$ cat config.mk
export PLATFORM = sky130hd
export DESIGN_NAME = wdog_steer
export DESIGN_NICKNAME = d
export VERILOG_FILES = /design/src/rtl/wdog_steer.sv
export SDC_FILE = /design/constraint.sdc
export NUM_CORES = 1
export LEC_CHECK = 0
export CAP_MARGIN = 20
export CORE_ASPECT_RATIO = 0.7
export CORE_UTILIZATION = 23
export DETAILED_ROUTE_END_ITERATION = 10
export DONT_BUFFER_PORTS = 1
export HOLD_SLACK_MARGIN = 0.1
export PLACE_DENSITY = 0.4
export SYNTH_ARGS = -nofsm -noshare
export SYNTH_HDL_FRONTEND = slang
export SYNTH_SLANG_ARGS = --single-unit
$ cat constraint.sdc
create_clock -name clk -period 1.89 [get_ports clk]
set_clock_uncertainty 0.1 [all_clocks]
set_input_delay 0.4725 -clock clk [delete_from_list [all_inputs] [get_ports clk]]
set_output_delay 0.4725 -clock clk [all_outputs]
set_load 0.005 [all_outputs]
$ cat src/rtl/wdog_steer.sv
module wdog_steer (
  input  logic       clk,
  input  logic       rst_n,
  input  logic       tick16,
  input  logic [1:0] reg_addr,
  input  logic       reg_wr,
  input  logic       reg_rd,
  input  logic [7:0] wr_data,
  output logic [7:0] rd_data,
  output logic [7:0] flags,
  output logic       sys_rst_req,
  output logic       wd_irq
);
  localparam int MULT_W = 5;
  localparam int RES_W  = 2;
  localparam int CNT_W  = MULT_W + 2 * ((1 << RES_W) - 1);

  logic [7:0]       ctrl_q, cal_q;
  logic             flag_q, armed_q;
  logic [CNT_W-1:0] cnt_q;

  function automatic logic [CNT_W-1:0] span(input logic [7:0] v);
    span = CNT_W'(v[RES_W +: MULT_W]) << (2 * v[RES_W-1:0]);
  endfunction

  wire              sel_ctrl  = (reg_addr == 2'd0);
  wire              wr_ctrl   = reg_wr && sel_ctrl;
  wire              kick      = wr_ctrl || (reg_rd && sel_ctrl);
  wire [CNT_W-1:0]  load_span = span(wr_ctrl ? wr_data : ctrl_q);

  always_ff @(posedge clk) begin
    if (!rst_n) begin
      ctrl_q      <= '0;
      cal_q       <= '0;
      flag_q      <= 1'b0;
      armed_q     <= 1'b0;
      cnt_q       <= '0;
      sys_rst_req <= 1'b0;
      wd_irq      <= 1'b0;
    end else begin
      sys_rst_req <= 1'b0;
      wd_irq      <= 1'b0;
      if (reg_wr && reg_addr == 2'd2) cal_q <= wr_data;
      if (kick) begin
        if (wr_ctrl) ctrl_q <= wr_data;
        flag_q  <= 1'b0;
        cnt_q   <= load_span;
        armed_q <= (load_span != '0);
      end else if (armed_q && tick16) begin
        if (cnt_q == CNT_W'(1)) begin
          flag_q  <= 1'b1;
          armed_q <= 1'b0;
          if (ctrl_q[7]) begin
            ctrl_q      <= '0;
            cal_q[6]    <= 1'b0;
            sys_rst_req <= 1'b1;
          end else begin
            wd_irq <= 1'b1;
          end
        end else begin
          cnt_q <= cnt_q - CNT_W'(1);
        end
      end
    end
  end

  always_comb begin
    case (reg_addr)
      2'd0:    rd_data = ctrl_q;
      2'd1:    rd_data = {flag_q, 7'b0};
      2'd2:    rd_data = cal_q;
      default: rd_data = 8'h00;
    endcase
  end

  assign flags = {flag_q, 7'b0};

  p_rst_pulse_r6: assert property (@(posedge clk) disable iff (!rst_n)
    sys_rst_req |=> !sys_rst_req);
  p_rst_clears_r6: assert property (@(posedge clk) disable iff (!rst_n)
    sys_rst_req |-> (ctrl_q == 8'h00 && !cal_q[6] && !armed_q));
  p_irq_pulse_r7: assert property (@(posedge clk) disable iff (!rst_n)
    wd_irq |=> !wd_irq);
  p_irq_stops_r7: assert property (@(posedge clk) disable iff (!rst_n)
    wd_irq |-> !armed_q);
  p_one_outcome_r6: assert property (@(posedge clk) disable iff (!rst_n)
    !(sys_rst_req && wd_irq));
  p_zero_disarms_r2: assert property (@(posedge clk) disable iff (!rst_n)
    (wr_ctrl && wr_data == 8'h00) |=> !armed_q);
  p_kick_clears_r3: assert property (@(posedge clk) disable iff (!rst_n)
    kick |=> !flag_q);
  p_flag_cause_r5: assert property (@(posedge clk) disable iff (!rst_n)
    $rose(flag_q) |-> (sys_rst_req || wd_irq));
endmodule

# Yosys cells after proc, flatten, opt, wreduce, memory -nomap -nowiden
# Index checks and enable logic that the tools add are counted.
[classes]
addsub = 1
n_reduce_logical = 17
mux = 19
n_bitwise = 3
n_shift = 1
n_eq_ne = 5
[ops]
columns = ["cell", "count"]
rows = [
  ["$mux W11", 3],
  ["$mux W8", 4],
  ["$pmux W8 S3", 1],
  ["$mux W7", 2],
  ["$eq A11 B1 Y1 const B", 1],
  ["$reduce_bool A11 Y1", 1],
  ["$shl A5 B3 Y11", 1],
  ["$sub A11 B1 Y11 const B", 1],
  ["$mux W1", 9],
  ["$reduce_and A2 Y1", 3],
  ["$reduce_and A3 Y1", 2],
  ["$reduce_bool A2 Y1", 3],
  ["$logic_and A1 B1 Y1", 4],
  ["$ne A2 B2 Y1 const B", 2],
  ["$reduce_or A4 Y1", 1],
  ["$not A1 Y1", 3],
  ["$eq A2 B1 Y1 const B", 1],
  ["$eq A2 B2 Y1 const B", 1],
  ["$logic_not A2 Y1", 1],
  ["$reduce_or A2 Y1", 1],
  ["$logic_or A1 B1 Y1", 1],
]
[word_totals]
wordCells = 55
output_inout_bits = 18
reg_bits = 31

# Depth between registers and ports, before layout
[depth]
word_depth = 7
depth_mapped = 7
mapped_depth_nobuf = 7

# Worst setup path after synthesis
# OpenSTA, ideal clock, no wires.
[synth_timing]
path_type = "register to register"
from = "register cnt_q[0]"
to = "register ctrl_q[6]"
required_time_ns = 1.673
slack_ns = -0.092
arrival_time_ns = 1.765
stages_incl_launch_ff = 7
path_buffers = 0
setup_time_ns = 0.117
synth_period_minus_slack_ns = 1.982
path_cell_list = "dfxtp_1 -> ha_1 -> nor4b_2 -> nand4_4 -> o211a_1 -> a31o_1 -> a22o_1"
[synth_between]
elab_chain_cells = 3
[synth_lines]
columns = ["item", "line_no", "source"]
rows = [
  ["start: declaration", "20", "logic [CNT_W-1:0] cnt_q;"],
  ["start signal: assignment", "47", "cnt_q <= load_span;"],
  ["start signal: assignment", "61", "cnt_q <= cnt_q - CNT_W'(1);"],
  ["$eq A11 B1 Y1", "50", "if (cnt_q == CNT_W'(1)) begin"],
  ["$reduce_bool A2 Y1 (no line)", "--", ""],
  ["$reduce_and A3 Y1 (no line)", "--", ""],
  ["end signal: assignment", "45", "if (wr_ctrl) ctrl_q <= wr_data;"],
  ["end: declaration", "18", "logic [7:0] ctrl_q, cal_q;"],
]
# Every way passes these cells.
# A chain may end at the register's enable or synchronous reset.

# Worst setup path after layout
[layout_timing]
from = "register cnt_q[1]"
to = "register ctrl_q[5]"
# The elaborated chain is that of the path after synthesis.

==> out/results.tsv <==
stage	metric	value	unit
global_routing	first-pass GRT wire length	10000	um
placed_design	post-DP HPWL	4820	um
yosys	register area share after synthesis	0.316	
routing	DRT Wirelength	6170	um
power_and_ir_drop	P_leak	0.984	nW
power_and_ir_drop	pwr dens	748	mW/mm2
layout	fin area	0.00244	mm2
yosys	Post-Syn Area	0.00197	mm2
cts	Post-CTS Hold Buffers	0	
yosys	Yosys Warn Count	0	
global_routing	antenna violations before repair	0	
yosys	mux contribution to synthesized area	0.139	
yosys	Yosys top cell by area	dfxtp_1	
sta	minimum clock period	1.87	ns
global_routing	vias in the first global route	1779	
yosys	Synth area leaders	dfxtp_1 (32%), mux2i_1 (12%), nor2_1 (5.0%), nand2_1 (4.0%), o21ai_0 (3.8%)	
sta	max-slew violation count	0	
sta	f_max	534	MHz
floorplan	Core Rows	27	
setup_path	crit path max fanout	4	
sta	endpoints failing hold	0	
sta	Final TNS setup	0	ns
sta	slack of the critical path	0.0170	ns
routing	1st-iter DRT viols	113	
yosys	combinational family with the most area after synthesis	simple AND/OR/NAND/NOR gates	
floorplan	Initial Utilization	0.243	
sta	max_slew headroom	0.609	
sta	WHS	0.227	ns
yosys	Primary FF master, synth	dfxtp_1	
cts	Max Buffers Root-to-Sink	2	
layout	fraction of layout cells with a size suffix above 1	0.200	
floorplan	top-level port count	33	
yosys	post-synthesis simple-gate area fraction	0.248	
sta	actual slew at the worst max-slew pin	0.583	ns
cts	root buffer selected by CTS	clkbuf_16	
layout	Final Util	0.302	
yosys	ys async rst share	0	
routing	DR DRC count	0	
routing	Via density	5.02	
setup_path	CP Class	reg2reg	
sta	RSZ-0062 raised after global routing	true	
setup_path	nature of the critical path startpoint	flop	
cts	H-Tree Level Count	2	
yosys	Mean Syn Cell Area	8.22	um2
power_and_ir_drop	worst IR drop on VDD	0.278	mV
floorplan	Die ar.	0.00893	mm2
placed_design	I/O Buffers	0	
global_routing	global router's overall resource usage	0.150	
layout	area grow syn2layout	24.3	%
job	Max Cap Viol	0	
setup_path	CP Capture Type	flop	
floorplan	Die Span X	112	um
yosys	post-synth cell types	50	
placed_design	Post-Place Worst Slack	-0.0478	ns
floorplan	Die Y	79.3	um
placed_design	placed cell area	0.00223	mm2
power_and_ir_drop	Design Power	1.83	mW
floorplan	Core Region	0.00807	mm2
layout	Final Net Count	281	
layout	Cell Count, Final, Fillers Out	366	
yosys	Synth Area in Adders	0.0127	
setup_path	WP data required	1.95	ns
global_routing	largest net degree at the start of global routing	14	
routing	Routed Antenna Nets	0	
cts	Reg clk slew, reported paths	0.05	ns
yosys	top cell type's share of synthesized area	0.316	
routing	1st-pass router iterations	4	
min_path	Worst Hold Class	in2reg	
cts	clk sink count	31	
cts	worst skew pair latency	0.28	ns
setup_path	CP arrival	1.94	ns
yosys	most frequent cells after synthesis	dfxtp_1 (31), nor2_1 (26), mux2i_1 (24)	
yosys	EDFF count, synth	0	
cts	cts bufs inserted	5	
yosys	most frequent cell after synthesis	dfxtp_1	
layout	n_diodes	0	
yosys	Synth Area in Compound Gates	0.192	
routing	DR vias	1836	
placed_design	dpl cells	354	
cts	CTS tree	built	
sta	Setup-failing EPs final	0	
placed_design	gp weighted congestion	0.775	
sta	final period utilization	0.991	
yosys	Cells after Synth	239	
global_routing	grt total ovfl	0	
yosys	post-synthesis xor/xnor area fraction	0.0223	
run_status	status	finished clean	
routing	routed len/inst	16.9	um
yosys	Yosys reg bits	31	
[critical path, cell delays in order (launching register included)]
cell and delay, ns:
dfxtp_2 0.32, inv_2 0.07, ha_4 0.12, nor4b_4 0.20, buf_4 0.17, nand4_4 0.10, o211a_1 0.25, a31o_1 0.24
a22o_1 0.19
[cell type report]
cell class              count  area, um2
clock buffers               8        156
fillers                   872       5630
inverters                   8       30.0
multi-input cells         188       1270
flip-flops and latches     31        623
well taps                 101        126
repair buffers             30        238
[metal layers]
| metal | vias to the layer above | routed length [um] | track usage |
|---|---|---|---|
| met3 | 5 | 440 | 0.0443 |
| met4 | 0 | 55 | 0.0400 |
| li1 | 919 | - | - |
| met5 | - | 0 | 0 |
| met2 | 48 | 2190 | 0.189 |
| met1 | 864 | 3490 | 0.234 |
[placed cells by master, fill, tap and decap left out, drive strengths merged, types with 2 or more instances in the layout]
cell type / Yosys / routed
nor4: 4 / 4
xnor2: 2 / 2
xor2: 3 / 3
nand2: 21 / 21
o311ai: 2 / 2
and2: 2 / 2
a31oi: 6 / 6
conb: 1 / 7
mux2i: 24 / 24
nor2: 26 / 26
buf: 13 / 30
nand3: 8 / 8
o21a: 2 / 2
a211oi: 2 / 2
clkbuf: 5 / 8
o22ai: 4 / 4
dfxtp: 31 / 31
and3b: 2 / 2
o21ai: 16 / 16
mux2: 3 / 3
a22o: 5 / 5
nor3: 12 / 12
a21oi: 9 / 9
inv: 8 / 8
ha: 2 / 2
nor3b: 3 / 3
or4: 3 / 3
nor2b: 4 / 4
[state kept, by name (all words and copies together) (netlist names)]
register	count
wd_irq	1
cnt_q	11
flag_q	1
ctrl_q	8
armed_q	1
cal_q	8
sys_rst_req	1
[repair_timing]
item,in CTS,in global routing
gates resized for setup,6,5
pin swaps,2,2
endpoints found under the setup margin,5,10
buffers inserted,4,0
[cell families after synthesis]
family,after synthesis
other cells,1
xor+xnor,5
compound gates,56
fa+ha+maj,2
simple gates,91
flops,31
mux,27
buf+inv,26
[worst paths after layout]
kind                               start                endpoint  slack, ns  depth (start not counted)
setup / recovery   cnt_q[1]$_SDFFE_PN0P_  ctrl_q[5]$_SDFFE_PN0P_       0.02                          8
hold / removal                     rst_n   cnt_q[8]$_SDFFE_PN0P_       0.23                          1
setup reg to reg   cnt_q[1]$_SDFFE_PN0P_  ctrl_q[5]$_SDFFE_PN0P_       0.02                          8
hold reg to reg   ctrl_q[7]$_SDFFE_PN0P_       wd_irq$_SDFF_PP0_       0.35                          1
[where the power goes]
part	switching (mW)	total [mW]	leakage [nW]	internal, mW
logic	0.143	0.282	0.655	0.139
registers	0.0244	0.702	0.252	0.678
clock network	0.282	0.842	0.0772	0.560
Power figures use the tool's default switching activity.
